File: config.mk
export PLATFORM = sky130hd
export DESIGN_NAME = gate_phase_ctrl
export DESIGN_NICKNAME = d
export VERILOG_FILES = /design/src/rtl/gate_phase_pkg.sv /design/src/rtl/pwm_level_decoder.sv /design/src/rtl/phase_timer.sv /design/src/rtl/deadtime_fsm.sv /design/src/rtl/gate_phase_ctrl.sv
export SDC_FILE = /design/constraint.sdc
export NUM_CORES = 1
export LEC_CHECK = 0
export BUFFER_PORTS_ARGS = -buffer_cell sky130_fd_sc_hd__buf_2
export CORE_MARGIN = 10
export CORE_UTILIZATION = 49
export DETAILED_ROUTE_END_ITERATION = 10
export PLACE_DENSITY = 0.8
export REMOVE_ABC_BUFFERS = 1
export SLEW_MARGIN = 20
export SYNTH_ARGS = -nofsm -noshare
export SYNTH_HDL_FRONTEND = slang
export SYNTH_SLANG_ARGS = --single-unit
File: constraint.sdc
create_clock -name clk -period 2 [get_ports clk]
set_input_delay 0.1 -clock clk [delete_from_list [all_inputs] [get_ports clk]]
set_output_delay 0.1 -clock clk [all_outputs]
set_load 0.005 [all_outputs]
File: src/rtl/gate_phase_pkg.sv
package gate_phase_pkg;

    typedef enum logic [1:0] {
        REQ_OFF  = 2'd0,
        REQ_LOW  = 2'd1,
        REQ_HIGH = 2'd2
    } gate_req_e;

    typedef enum logic [2:0] {
        ST_IDLE        = 3'd0,
        ST_WAIT_LS_OFF = 3'd1,
        ST_DEAD_TO_HS  = 3'd2,
        ST_HS_ON       = 3'd3,
        ST_WAIT_HS_OFF = 3'd4,
        ST_DEAD_TO_LS  = 3'd5,
        ST_LS_ON       = 3'd6
    } seq_state_e;

endpackage

File: src/rtl/pwm_level_decoder.sv
module pwm_level_decoder
    import gate_phase_pkg::*;
(
    input  logic      pwm_hi,
    input  logic      pwm_lo,
    input  logic      zcd,
    output gate_req_e req
);
    always_comb begin
        unique case ({pwm_hi, pwm_lo})
            2'b10:   req = REQ_HIGH;
            2'b01:   req = REQ_LOW;
            2'b00:   req = zcd ? REQ_LOW : REQ_OFF;
            default: req = REQ_OFF;
        endcase
    end
endmodule

File: src/rtl/phase_timer.sv
module phase_timer #(
    parameter int CNT_W = 5
) (
    input  logic             clk,
    input  logic             rst_n,
    input  logic             clr,
    output logic [CNT_W-1:0] cnt
);
    localparam logic [CNT_W-1:0] CNT_MAX = '1;

    always_ff @(posedge clk or negedge rst_n) begin
        if (!rst_n) begin
            cnt <= '0;
        end else if (clr) begin
            cnt <= '0;
        end else if (cnt != CNT_MAX) begin
            cnt <= cnt + 1'b1;
        end
    end
endmodule

File: src/rtl/deadtime_fsm.sv
module deadtime_fsm
    import gate_phase_pkg::*;
#(
    parameter int DEAD_CYC    = 2,
    parameter int TIMEOUT_CYC = 16,
    parameter int CNT_W       = 5
) (
    input  logic             clk,
    input  logic             rst_n,
    input  logic             en,
    input  gate_req_e        req,
    input  logic             ls_off,
    input  logic             hs_off,
    input  logic [CNT_W-1:0] cnt,
    output logic             cnt_clr,
    output logic             drvh,
    output logic             drvl
);
    localparam logic [CNT_W-1:0] DEAD_LAST = CNT_W'(DEAD_CYC - 1);
    localparam logic [CNT_W-1:0] TMO_LAST  = CNT_W'(TIMEOUT_CYC - 1);

    seq_state_e state_q, state_d;
    logic       dead_done, tmo_done;

    assign dead_done = (cnt == DEAD_LAST);
    assign tmo_done  = (cnt == TMO_LAST);
    assign cnt_clr   = (state_d != state_q);

    // state register
    always_ff @(posedge clk or negedge rst_n) begin
        if (!rst_n) state_q <= ST_IDLE;
        else        state_q <= state_d;
    end

    // next-state logic
    always_comb begin
        state_d = state_q;
        if (!en) begin
            state_d = ST_IDLE;                               // T_DISABLE
        end else begin
            unique case (state_q)
                ST_IDLE: begin
                    if (req == REQ_HIGH)     state_d = ST_WAIT_LS_OFF;  // T_IDLE_HI
                    else if (req == REQ_LOW) state_d = ST_WAIT_HS_OFF;  // T_IDLE_LO
                end
                ST_WAIT_LS_OFF: begin
                    if (req != REQ_HIGH)          state_d = ST_IDLE;       // T_ABORT
                    else if (ls_off || tmo_done)  state_d = ST_DEAD_TO_HS; // T_LSOFF_OK
                end
                ST_DEAD_TO_HS: begin
                    if (req != REQ_HIGH)  state_d = ST_IDLE;                 // T_ABORT
                    else if (dead_done)   state_d = ST_HS_ON;                // T_HSDEAD_DONE
                end
                ST_HS_ON: begin
                    if (req != REQ_HIGH)  state_d = ST_WAIT_HS_OFF;          // T_HS_LEAVE
                end
                ST_WAIT_HS_OFF: begin
                    if (req != REQ_LOW)           state_d = ST_IDLE;       // T_ABORT
                    else if (hs_off || tmo_done)  state_d = ST_DEAD_TO_LS; // T_HSOFF_OK
                end
                ST_DEAD_TO_LS: begin
                    if (req != REQ_LOW)   state_d = ST_IDLE;                 // T_ABORT
                    else if (dead_done)   state_d = ST_LS_ON;                // T_LSDEAD_DONE
                end
                ST_LS_ON: begin
                    if (req != REQ_LOW)   state_d = ST_WAIT_LS_OFF;          // T_LS_LEAVE
                end
                default: state_d = ST_IDLE;
            endcase
        end
    end

    // output decode, gated by enable with no register in between
    always_comb begin
        drvh = 1'b0;
        drvl = 1'b0;
        unique case (state_q)
            ST_HS_ON: drvh = en;
            ST_LS_ON: drvl = en;
            default: begin
                drvh = 1'b0;
                drvl = 1'b0;
            end
        endcase
    end
endmodule

File: src/rtl/gate_phase_ctrl.sv
module gate_phase_ctrl
    import gate_phase_pkg::*;
#(
    parameter int DEAD_CYC    = 2,
    parameter int TIMEOUT_CYC = 16
) (
    input  logic clk,
    input  logic rst_n,
    input  logic en,
    input  logic pwm_hi,
    input  logic pwm_lo,
    input  logic zcd,
    input  logic ls_off_sense,
    input  logic hs_off_sense,
    output logic drvh,
    output logic drvl
);
    localparam int SPAN  = (DEAD_CYC > TIMEOUT_CYC) ? DEAD_CYC : TIMEOUT_CYC;
    localparam int CNT_W = $clog2(SPAN + 1);

    gate_req_e        req;
    logic             cnt_clr;
    logic [CNT_W-1:0] cnt;

    pwm_level_decoder u_dec (
        .pwm_hi (pwm_hi),
        .pwm_lo (pwm_lo),
        .zcd    (zcd),
        .req    (req)
    );

    phase_timer #(.CNT_W(CNT_W)) u_tmr (
        .clk   (clk),
        .rst_n (rst_n),
        .clr   (cnt_clr),
        .cnt   (cnt)
    );

    deadtime_fsm #(
        .DEAD_CYC    (DEAD_CYC),
        .TIMEOUT_CYC (TIMEOUT_CYC),
        .CNT_W       (CNT_W)
    ) u_fsm (
        .clk     (clk),
        .rst_n   (rst_n),
        .en      (en),
        .req     (req),
        .ls_off  (ls_off_sense),
        .hs_off  (hs_off_sense),
        .cnt     (cnt),
        .cnt_clr (cnt_clr),
        .drvh    (drvh),
        .drvl    (drvl)
    );
endmodule

* Yosys cells after proc, flatten, opt, wreduce, memory -nomap -nowiden *
Index checks and enable logic that the tools add are counted.
W data, S select, Z words.

cells by class
  $add $sub $neg = 1
  multipliers = 0
  divide/modulo/power cells = 0
  magnitude comparators = 0
  equal/unequal tests = 16
  shifts and indexed selects = 0
  multiplexer cells = 20
  bitwise gates (word level) = 0
  reduce and logical (&&, ||, !) cells = 5

operators with widths
  operator               count
  $mux W3                13
  $pmux W3 S7            1
  $mux W5                2
  $eq A3 B3 Y1 const B   3
  $eq A3 B2 Y1 const B   2
  $pmux W2 S3            1
  $add A5 B1 Y5 const B  1
  $eq A5 B1 Y1 const B   1
  $eq A5 B4 Y1 const B   1
  $ne A5 B5 Y1 const B   1
  $eq A2 B1 Y1 const B   2
  $eq A2 B2 Y1 const B   2
  $eq A3 B1 Y1 const B   1
  $logic_not A3 Y1       1
  $mux W1                3
  $ne A3 B3 Y1           1
  $logic_not A2 Y1       1
  $logic_or A1 B1 Y1     2
  $ne A2 B1 Y1 const B   1
  $ne A2 B2 Y1 const B   1
  $reduce_bool A2 Y1     1

word-level totals
  register bits = 8
  bits in latches = 0
  RAM bits = 0
  bits in read-only memories = 0
  input bits = 8
  output and inout bits = 2
  memories kept = 0

* Depth between registers and ports, before layout *
Gate-level depths: netlist (run 1).

  depth in word-level cells = 9
  depth in mapped cells = 8

* Hierarchy *
From an unflattened synthesis (run 1), not the netlist that was laid out.

second synthesis, totals
  cells, all modules = 85
  area, all modules = 699.4 µm²

modules (own cells, without submodules)
  module             times used  cells an instance  area an instance (µm²)
  deadtime_fsm       1           63                 444.2
  phase_timer        1           20                 236.5
  pwm_level_decoder  1           2                  18.8

* Worst setup path before layout (run 1) *
No wires, ideal clock.

  kind = flip-flop to flip-flop
  start = register u_tmr.cnt[0]
  end = register u_tmr.cnt[0]
  arrival = 1.900 ns
  data required time = 1.874 ns
  setup slack = -0.026 ns
  cell stages (with the launch flop) = 9
  clock period less this slack = 2.026 ns
  cell sequence = dfrtp_1 > ha_1 > and3_2 > ha_1 > nor3_1 > a21oi_2 > a221o_1 > nor3_4 > nor2_1

between the ends
  cells in the longest elaborated chain, start to end = 8

RTL lines
  element                                        line                                    RTL
  start, declared                                phase_timer.sv:7                        output logic [CNT_W-1:0] cnt
  start signal, assigned                         phase_timer.sv:17                       cnt <= cnt + 1'b1;
  $eq A5 B4 Y1                                   deadtime_fsm.sv:26                      assign tmo_done = (cnt == TMO_LAST);
  $logic_or A1 B1 Y1 (on tied branches)          deadtime_fsm.sv:59, deadtime_fsm.sv:48
  $mux W3 (on tied branches)                     deadtime_fsm.sv:59, deadtime_fsm.sv:48
  $mux W3 (on tied branches)                     deadtime_fsm.sv:58, deadtime_fsm.sv:47
  $pmux W3 S7                                    deadtime_fsm.sv:41                      unique case (state_q)
  $mux W3                                        deadtime_fsm.sv:38                      if (!en) begin
  $ne A3 B3 Y1                                   deadtime_fsm.sv:27                      assign cnt_clr = (state_d != state_q);
  $mux W5 or $reduce_bool A2 Y1 (tied branches)  --

Parallel ways exist; a longest one is shown, timed or not. The select of a mux whose other input is x is not followed.
A chain may end at the register's enable or synchronous reset.

* Worst setup path after layout (run 1) *
  start = register u_tmr.cnt[0]
  end = register u_tmr.cnt[1]

Same word-level chain as after synthesis.

==> flow_summary.toml, run 1 <==
[yosys]
synth_area_leader_cell = "dfrtp_1"
async_reset_ff_share_pct = 100.0
synth-compound-area-share_pct = 24.21
synth.area.mux_share_pct = 0
synth_cells = 85
synth_edf_count = 0
ys_ff_latch = 8
ys_top_cells_by_area = "dfrtp_1 27%, ha_1 6.7%, nand4_1 4.2%"
synthSimpleGateAreaFrac_pct = 34.72
synth_seq_area_share_pct = 26.71
ys_warn_count = 0
ys_types = 40
synth_ff_type = "dfrtp_1"
syn_area_um2 = 749.5
synth_top_family_by_area = "simple AND/OR/NAND/NOR gates"
synthAdderAreaFrac_pct = 6.678
avgSynthCellArea_um2 = 8.817
synth_commonest_cells = "8 x dfrtp_1, 8 x nor2_1, 7 x nand2_1"
synth_xor_area_share_pct = 3.506
yosys.area.top_type_share_pct = 26.71

[routing]
routedWlPerCell_um = 16.33
ant_nets = 0
drt_iter0_drc = 17
viasPerCell = 6.033
dr.pass1.iters = 4
drt-total-wl_mm = 1.959
drcViolationCount = 0
vias = 724

[timing]
worst_slew_pin_slew_ns = 0.4364
hold_viol = 0
fin_skew_ns = 0.001979
period_share_pct = 100.9
min_period_ns = 2.018
setup_viol = 1
rsz0062_at_grt = "yes"
finalMaxSlewViolations = 0
hold_slack_ns = 0.2065
fmax_ghz = 0.4956
setup_slack_ns = -0.01794
maxSlewHeadroom_pct = 70.91

[placed_design]
dpl.hpwl_mm = 1.365
place_worst_setup_slack_ns = -0.1107
placed_area_um2 = 847.1
gp_congestion = 0.8768
port_buffers = 9

[clocking]
clock_sinks = 8
root_buffer = "clkbuf_4"
cts_tree = "done"
clk_pin_slew_ns = 0.05
clk_path_buf_depth = 2
h-tree-depth = 1
cts_buffers = 3
clk_latency_ns = 0.24

[global_route]
antenna_found_initial = 0
grt.overflow.total = 0
busiest_layer = "met2"
grt_pass1_wl_mm = 3.194
grt_max_degree = 14
grt_use_met1_pct = 14.79
met3_usage_pct = 2.790
grtUsageMet2_pct = 17.72
grt_usage_pct = 11.43
grt_pass1_vias = 699

[worst_hold_path]
min_to = "u_fsm.state_q[2]"
hp-start = "en"
hold_path_class = "in -> reg"
holdPathStages = 2

[critical_path]
r2r_start = "u_tmr.cnt[0]"
timing.rr.end = "u_tmr.cnt[1]"
crit_chain = "ha_4 > and3_4 > ha_4 > nor2_2 > o221a_4 > a221o_1 > nor3_4 > nor2_1"
arrival_ns = 2.14
critical_path_class = "reg -> reg"
cp-end-kind = "flip-flop"
crit_top_cell = "ha_4"
worstPathRequired_ns = 2.12
rr_worst_depth = 8
slowest_delay_ns = 0.41
path_max_fanout = 5
cp_slowest_cell = "dfrtp_1"
start_kind = "flip-flop"
ff2ff_setup_slack_ns = -0.02

[run_status]
status = "finished with violations"
violations = "negative setup slack"

[die]
fp.dieW_um = 59.11
core_area_mm2 = 0.001471
chipHeight_um = 59.11
die-area_mm2 = 0.003494
num_rows = 14
io_pins = 10
start_util_pct = 50.94

[layout]
utilization_pct = 67.09
nNetsFinal = 118
final_area_um2 = 987.2
antenna_cells = 0
drive_gt1_share_pct = 39.42
synthToLayoutAreaGrowth_pct = 31.72

[job]
drv_cap = 0

[pwr]
power_density_mw_per_mm2 = 663.8
design_power_total_mw = 0.6553
leakage_nw = 0.4043
irDropWorstVdd_v = 0.0005638
==> layout by cell type (no fill, tap or decap), types with 2 or more instances in the layout <==
cell type,netlist,routed
a21oi_1,4,4
buf_2,1,9
buf_4,1,8
buf_6,0,2
clkbuf_4,0,3
dfrtp_1,8,8
ha_4,0,3
inv_1,3,2
nand2_1,7,7
nand2b_1,4,4
nand3_1,3,3
nand4_1,5,5
nand4b_1,2,2
nor2_1,8,7
nor3b_1,3,2
nor3b_2,1,2
o21ai_0,2,2
o22ai_1,2,2
xnor2_1,3,3
==> per-layer routing <==
| layer | vias up | wire length, µm |
|---|---|---|
| li1 | 359 | - |
| met1 | 335 | 928 |
| met2 | 26 | 925 |
| met3 | 4 | 66 |
| met4 | 0 | 38 |
| met5 | - | 0 |
==> where the power goes <==
part / leakage (nW) / switching [mW] / internal, mW / total [mW]
clock network: 0.0138 / 0.0449 / 0.0680 / 0.113
logic: 0.284 / 0.153 / 0.162 / 0.315
registers: 0.106 / 0.0355 / 0.192 / 0.227
==> layout make-up <==
| type | instances | area, µm² |
|---|---|---|
| inverter | 3 | 11.26 |
| sequential | 8 | 200.2 |
| multi-input combinational | 70 | 595.6 |
| tap | 16 | 20.02 |
| fill | 123 | 484.2 |
| clock buffer | 3 | 22.52 |
| timing repair buffer | 20 | 137.6 |
==> flip-flops by register name (all words and copies together), names as in the netlist <==
register,cells
u_tmr.cnt,5
u_fsm.state_q,3
==> critical path: cells and delay by family (launching register included) <==
family / cells / cell delay (ns)
adder cells (fa/ha/maj): 2 / 0.32
AO/OA/AOI/OAI: 2 / 0.62
flip-flops: 1 / 0.41
AND/OR/NAND/NOR: 4 / 0.54
==> what timing repair did <==
item	in CTS	in global routing
setup endpoints to repair	5	5
hold endpoints to repair	8	0
hold buffers	1	0
pin swaps	11	8
gates resized for setup	5	12
gates cloned	0	0
buffers inserted	4	0
==> how the worst max path moves through the flow <==
stage,from,to,cells after the start
3_3_place_gp,u_tmr.cnt[1],u_tmr.cnt[1],8
5_1_grt,u_tmr.cnt[0],u_tmr.cnt[1],8
3_5_place_dp,u_tmr.cnt[1],u_tmr.cnt[1],8
6_report,u_tmr.cnt[0],u_tmr.cnt[1],8
4_1_cts,u_tmr.cnt[1],u_tmr.cnt[1],8
2_1_floorplan,u_tmr.cnt[0],u_tmr.cnt[0],8
==> metrics by stage <==
step | TNS [ns] | instances
floorplan | -0.1904 | 81
global placement | -0.3326 | 113
detailed placement | -0.5316 | 113
CTS | -0.1320 | 121
global route | -0.2878 | 120
finish | -0.01794 | 120
==> cells by family (layout without fill, tap and decap cells) <==
kind of cell,after synthesis,in the layout
simple gates,41,41
compound gates,22,22
flops,8,8
buf+inv,7,26
fa+ha+maj,4,4
xor+xnor,3,3
Note: power is estimated with default switching activity, not from simulation.
==> run 2: changes to the inputs <==
--- a/config.mk
+++ b/config.mk
@@ -10,7 +10,6 @@
 export CORE_UTILIZATION = 49
 export DETAILED_ROUTE_END_ITERATION = 10
 export PLACE_DENSITY = 0.8
-export REMOVE_ABC_BUFFERS = 1
 export SLEW_MARGIN = 20
 export SYNTH_ARGS = -nofsm -noshare
 export SYNTH_HDL_FRONTEND = slang
==> run 2 against run 1 <==
- the run now ends clean
- utilization is 1.8 points lower
- die area is the same
- setup slack better by 0.061 ns
- maximum frequency is 3.1% higher
- register-to-register slack gained 0.06 ns
- sequential power down 6%
- clock-buffer cell count unchanged
- clock skew down 0.0018 ns
- sequential share of layout area is 0.55 points higher
- sequential cell count did not move
- final cell count is the same
- critical path type unchanged
- largest cell class unchanged
- largest power group unchanged
==> flow_summary.toml, run 2 (synthesis results as in run 1) <==
[pwr]
design_power_total_mw = 0.6263
leakage_nw = 0.3995
irDropWorstVdd_v = 0.0005010
power_density_mw_per_mm2 = 651.8

[die]
num_rows = 14
fp.dieW_um = 59.11
start_util_pct = 50.94
chipHeight_um = 59.11
core_area_mm2 = 0.001471
io_pins = 10
die-area_mm2 = 0.003494

[clocking]
clk_latency_ns = 0.25
h-tree-depth = 1
clk_path_buf_depth = 2
cts_tree = "done"
cts_buffers = 3
root_buffer = "clkbuf_4"
clk_pin_slew_ns = 0.05
clock_sinks = 8

[layout]
largest_reg_flops = 5
synthToLayoutAreaGrowth_pct = 28.21
final_cells = 120
utilization_pct = 65.31
layout_commonest_cell = "buf_4"
mostFrequentLayoutCells = "10 x buf_4, 9 x buf_2, 8 x dfrtp_1, 7 x nand2_1, 7 x nor2_1"
antenna_cells = 0
top_regs = "u_tmr.cnt: 5 flops, u_fsm.state_q: 3 flops"
drive_gt1_share_pct = 37.50
largest_register = "u_tmr.cnt"
final_area_um2 = 960.9
nNetsFinal = 118

[worst_hold_path]
hold_path_class = "in -> reg"

[global_route]
grt.overflow.total = 0
grt_pass1_vias = 698
grt_pass1_wl_mm = 2.946
grt_usage_pct = 10.81
grt_max_degree = 14
antenna_found_initial = 0

[timing]
fin_skew_ns = 0.0001494
period_share_pct = 97.85
fmax_ghz = 0.5110
finalMaxSlewViolations = 0
setup_viol = 0
hold_slack_ns = 0.2105
worst_slew_pin_slew_ns = 0.4456
maxSlewHeadroom_pct = 70.30
setup_tns_ns = 0
setup_slack_ns = 0.04301
min_period_ns = 1.957
rsz0062_at_grt = "yes"
hold_viol = 0

[placed_design]
gp_congestion = 0.8127
port_buffers = 9
place_worst_setup_slack_ns = -0.09415
placed_area_um2 = 852.1
dp_cells = 113
dpl.hpwl_mm = 1.316

[job]
drv_cap = 0

[critical_path]
cp-end-kind = "flip-flop"
start_kind = "flip-flop"
ff2ff_setup_slack_ns = 0.04
critical_path_class = "reg -> reg"
worstPathRequired_ns = 2.13
arrival_ns = 2.08
path_max_fanout = 5

[run_status]
status = "completed"

[routing]
drcViolationCount = 0
ant_nets = 0
drt-total-wl_mm = 1.767
drt_iter0_drc = 14
dr.pass1.iters = 4
routedWlPerCell_um = 14.73
viasPerCell = 5.967
vias = 716

[yosys]
synth_fp_nets = 97
## run 2: cell counts in the layout (fill, tap and decap cells not counted)
Identical to the previous run, type by type.
## run 2: area by class of cell
type                            count  area [µm²]
Fill cell                         119       510.5
Timing Repair Buffer               20       130.1
Sequential cell                     8       200.2
Multi-Input combinational cell     70       576.8
Inverter                            3       11.26
Tap cell                           16       20.02
Clock buffer                        3       22.52
## run 2: final timing paths
path	endpoint	from	depth (start not counted)
worst max-delay path	u_tmr.cnt[4]	u_tmr.cnt[1]	8
worst max register to register	u_tmr.cnt[4]	u_tmr.cnt[1]	8
min in group asynchronous	u_tmr.cnt[4]	rst_n	2
worst min register to register	u_tmr.cnt[3]	u_tmr.cnt[3]	4
worst min-delay path	u_fsm.state_q[2]	en	2
max in group asynchronous	u_fsm.state_q[2]	rst_n	2
## run 2: critical path, stage by stage (launching register included)
cell and delay (ns):
dfrtp_1 0.36, ha_2 0.18, and3_4 0.19, ha_4 0.15, nor2_2 0.04, o221a_4 0.26, a221o_1 0.35, nor3_4 0.22
nor2_1 0.08
## run 2: report_power, final
part,total (mW),switching (mW),internal (mW)
sequential,0.213,0.0218,0.192
clock,0.118,0.0497,0.0683
combinational,0.295,0.141,0.154
total,0.626,0.212,0.414
## run 2: per-layer routing
layer	GRT usage, %	up-vias	wire length [µm]
met2	17.87	12	956
met3	2.575	6	71
met5	0	-	0
li1	-	359	-
met4	6.885	0	40
met1	12.06	339	698
## run 2: repair_timing
action                                  CTS  global route
hold endpoints to repair                  8             0
resized for setup                         9             2
hold buffers                              1             0
pin swaps                                12             3
endpoints found under the setup margin    5             5
buffers inserted                          3             1
==> run 3: changes to the inputs <==
--- a/config.mk
+++ b/config.mk
@@ -10,6 +10,7 @@
 export CORE_UTILIZATION = 49
 export DETAILED_ROUTE_END_ITERATION = 10
 export PLACE_DENSITY = 0.8
+export RECOVER_POWER = 25
 export SLEW_MARGIN = 20
 export SYNTH_ARGS = -nofsm -noshare
 export SYNTH_HDL_FRONTEND = slang
==> run 3 against run 2 <==
- utilization fell by 0.085 points
- maximum frequency barely moved
- first-iteration DRC count did not move
- register-to-register slack barely moved
- die area did not move
==> flow_summary.toml, run 3 (synthesis results as in run 1) <==
[run_status]
status = "completed"

[clocking]
clock_sinks = 8
cts_tree = "done"
clk_path_buf_depth = 2
h-tree-depth = 1
cts_buffers = 3
clk_latency_ns = 0.25
root_buffer = "clkbuf_4"
clk_pin_slew_ns = 0.05

[timing]
maxSlewHeadroom_pct = 70.31
period_share_pct = 97.86
finalMaxSlewViolations = 0
min_period_ns = 1.957
hold_slack_ns = 0.2111
rsz0062_at_grt = "yes"
fin_skew_ns = 0.0001180
worst_slew_pin_slew_ns = 0.4454
setup_viol = 0
fmax_ghz = 0.5109
hold_viol = 0

[critical_path]
arrival_ns = 2.08
path_max_fanout = 5
crit_cells = 8
startpoint = "u_tmr.cnt[1]"
rr_worst_depth = 8
critPathTopFamily = "compound AO/OA/AOI/OAI gates"
start_kind = "flip-flop"
crit_chain = "ha_2 > and3_4 > ha_4 > nor2_2 > o221a_4 > a221o_1 > nor3_4 > nor2_1"
critPathBufInv = 0
r2r_start = "u_tmr.cnt[1]"
ff2ff_setup_slack_ns = 0.04
cp-end-kind = "flip-flop"
critical_path_class = "reg -> reg"
cp_slowest_cell = "dfrtp_1"
worstPathRequired_ns = 2.13
slowest_delay_ns = 0.36
timing.rr.end = "u_tmr.cnt[4]"

[layout]
largest_reg_flops = 5
final_area_um2 = 959.7
drive_gt1_share_pct = 36.54
mostFrequentLayoutCells = "10 x buf_4, 8 x buf_2, 8 x dfrtp_1, 7 x nand2_1, 7 x nor2_1"
utilization_pct = 65.22
nNetsFinal = 118
regArea_um2 = 200.2
fillers = 118
largest_register = "u_tmr.cnt"
multi_input_area_um2 = 576.8
top_regs = "u_tmr.cnt: 5 flops, u_fsm.state_q: 3 flops"
layout_commonest_cell = "buf_4"
final_cells = 120
synthToLayoutAreaGrowth_pct = 28.05
antenna_cells = 0

[pwr]
clockPowerShare_pct = 18.8
irDropWorstVdd_v = 0.0005016
switchingPower_mw = 0.2128
power_density_mw_per_mm2 = 652.5
seqPwrFrac_pct = 34.1
p_comb_share_pct = 47.1
leakage_nw = 0.3967
design_power_total_mw = 0.6262
internal-power_mw = 0.4134
switching_share_pct = 33.98

[placed_design]
gp_congestion = 0.8127
placed_area_um2 = 852.1
port_buffers = 9
dpl.hpwl_mm = 1.316
dp_cells = 113

[routing]
drcViolationCount = 0
ant_nets = 0
routedWlPerCell_um = 14.79
dr.pass1.iters = 4
vias = 715
viasPerCell = 5.958
drt-total-wl_mm = 1.775
drt_iter0_drc = 14

[yosys]
synth_fp_nets = 97

[die]
start_util_pct = 50.94
fp.dieW_um = 59.11
chipHeight_um = 59.11
num_rows = 14
die-area_mm2 = 0.003494
core_area_mm2 = 0.001471
io_pins = 10

[global_route]
grt.overflow.total = 0
grt_max_degree = 14
grt_usage_pct = 10.81
antenna_found_initial = 0
grt_pass1_wl_mm = 2.946
grt_pass1_vias = 698

[job]
drv_cap = 0

[worst_hold_path]
holdPathStages = 2
min_to = "u_fsm.state_q[2]"
hp-start = "en"
hold_path_class = "in -> reg"
run 3: changes by cell type in the layout (fill, tap and decap cells not counted), sizes merged:
cell    change
buf         -1
clkbuf      +1
run 3: power groups by stage:
| stage | clock [mW] | sequential, mW | combinational, mW |
|---|---|---|---|
| 2_1_floorplan | 0 | 0.225 | 0.154 |
| 3_3_place_gp | 0 | 0.214 | 0.246 |
| 3_5_place_dp | 0 | 0.215 | 0.256 |
| 4_1_cts | 0.122 | 0.213 | 0.287 |
| 5_1_grt | 0.132 | 0.219 | 0.326 |
| 6_report | 0.118 | 0.214 | 0.295 |
run 3: per-stage QoR:
step                TNS, ns  setup slack (ns)
CTS                       0          0.005154
finish                    0           0.04280
global placement    -0.1271          -0.03695
floorplan                 0           0.01012
detailed placement  -0.4422          -0.09415
global route        -0.3151          -0.07741
run 3: area by class of cell:
class                      instances  share of cell area (%)
multi-input combinational         70                   60.10
sequential                         8                   20.86
timing repair buffer              20                   13.43
clock buffer                       3                   2.347
tap                               16                   2.086
inverter                           3                   1.173
run 3: worst max path at each step:
stage | end
global route | u_tmr.cnt[3]
detailed placement | u_tmr.cnt[3]
finish | u_tmr.cnt[4]
global placement | u_tmr.cnt[4]
floorplan | u_tmr.cnt[0]
CTS | u_tmr.cnt[3]
run 3: metal layers:
| metal | wire [µm] | share of wire [%] | GRT usage (%) | vias up |
|---|---|---|---|---|
| li1 | - | - | - | 359 |
| met2 | 954 | 54 | 17.87 | 12 |
| met4 | 40 | 2.3 | 6.885 | 0 |
| met5 | 0 | 0 | 0 | - |
| met1 | 707 | 40 | 12.06 | 338 |
| met3 | 71 | 4.0 | 2.575 | 6 |
run 3: what timing repair did:
action | 4_1_cts | 5_1_grt
setup endpoints to repair | 5 | 5
gates resized for setup | 9 | 2
hold buffers | 1 | 0
setup buffers | 3 | 1
pin swaps | 12 | 3
hold endpoints to repair | 8 | 0
gates cloned | 0 | 0
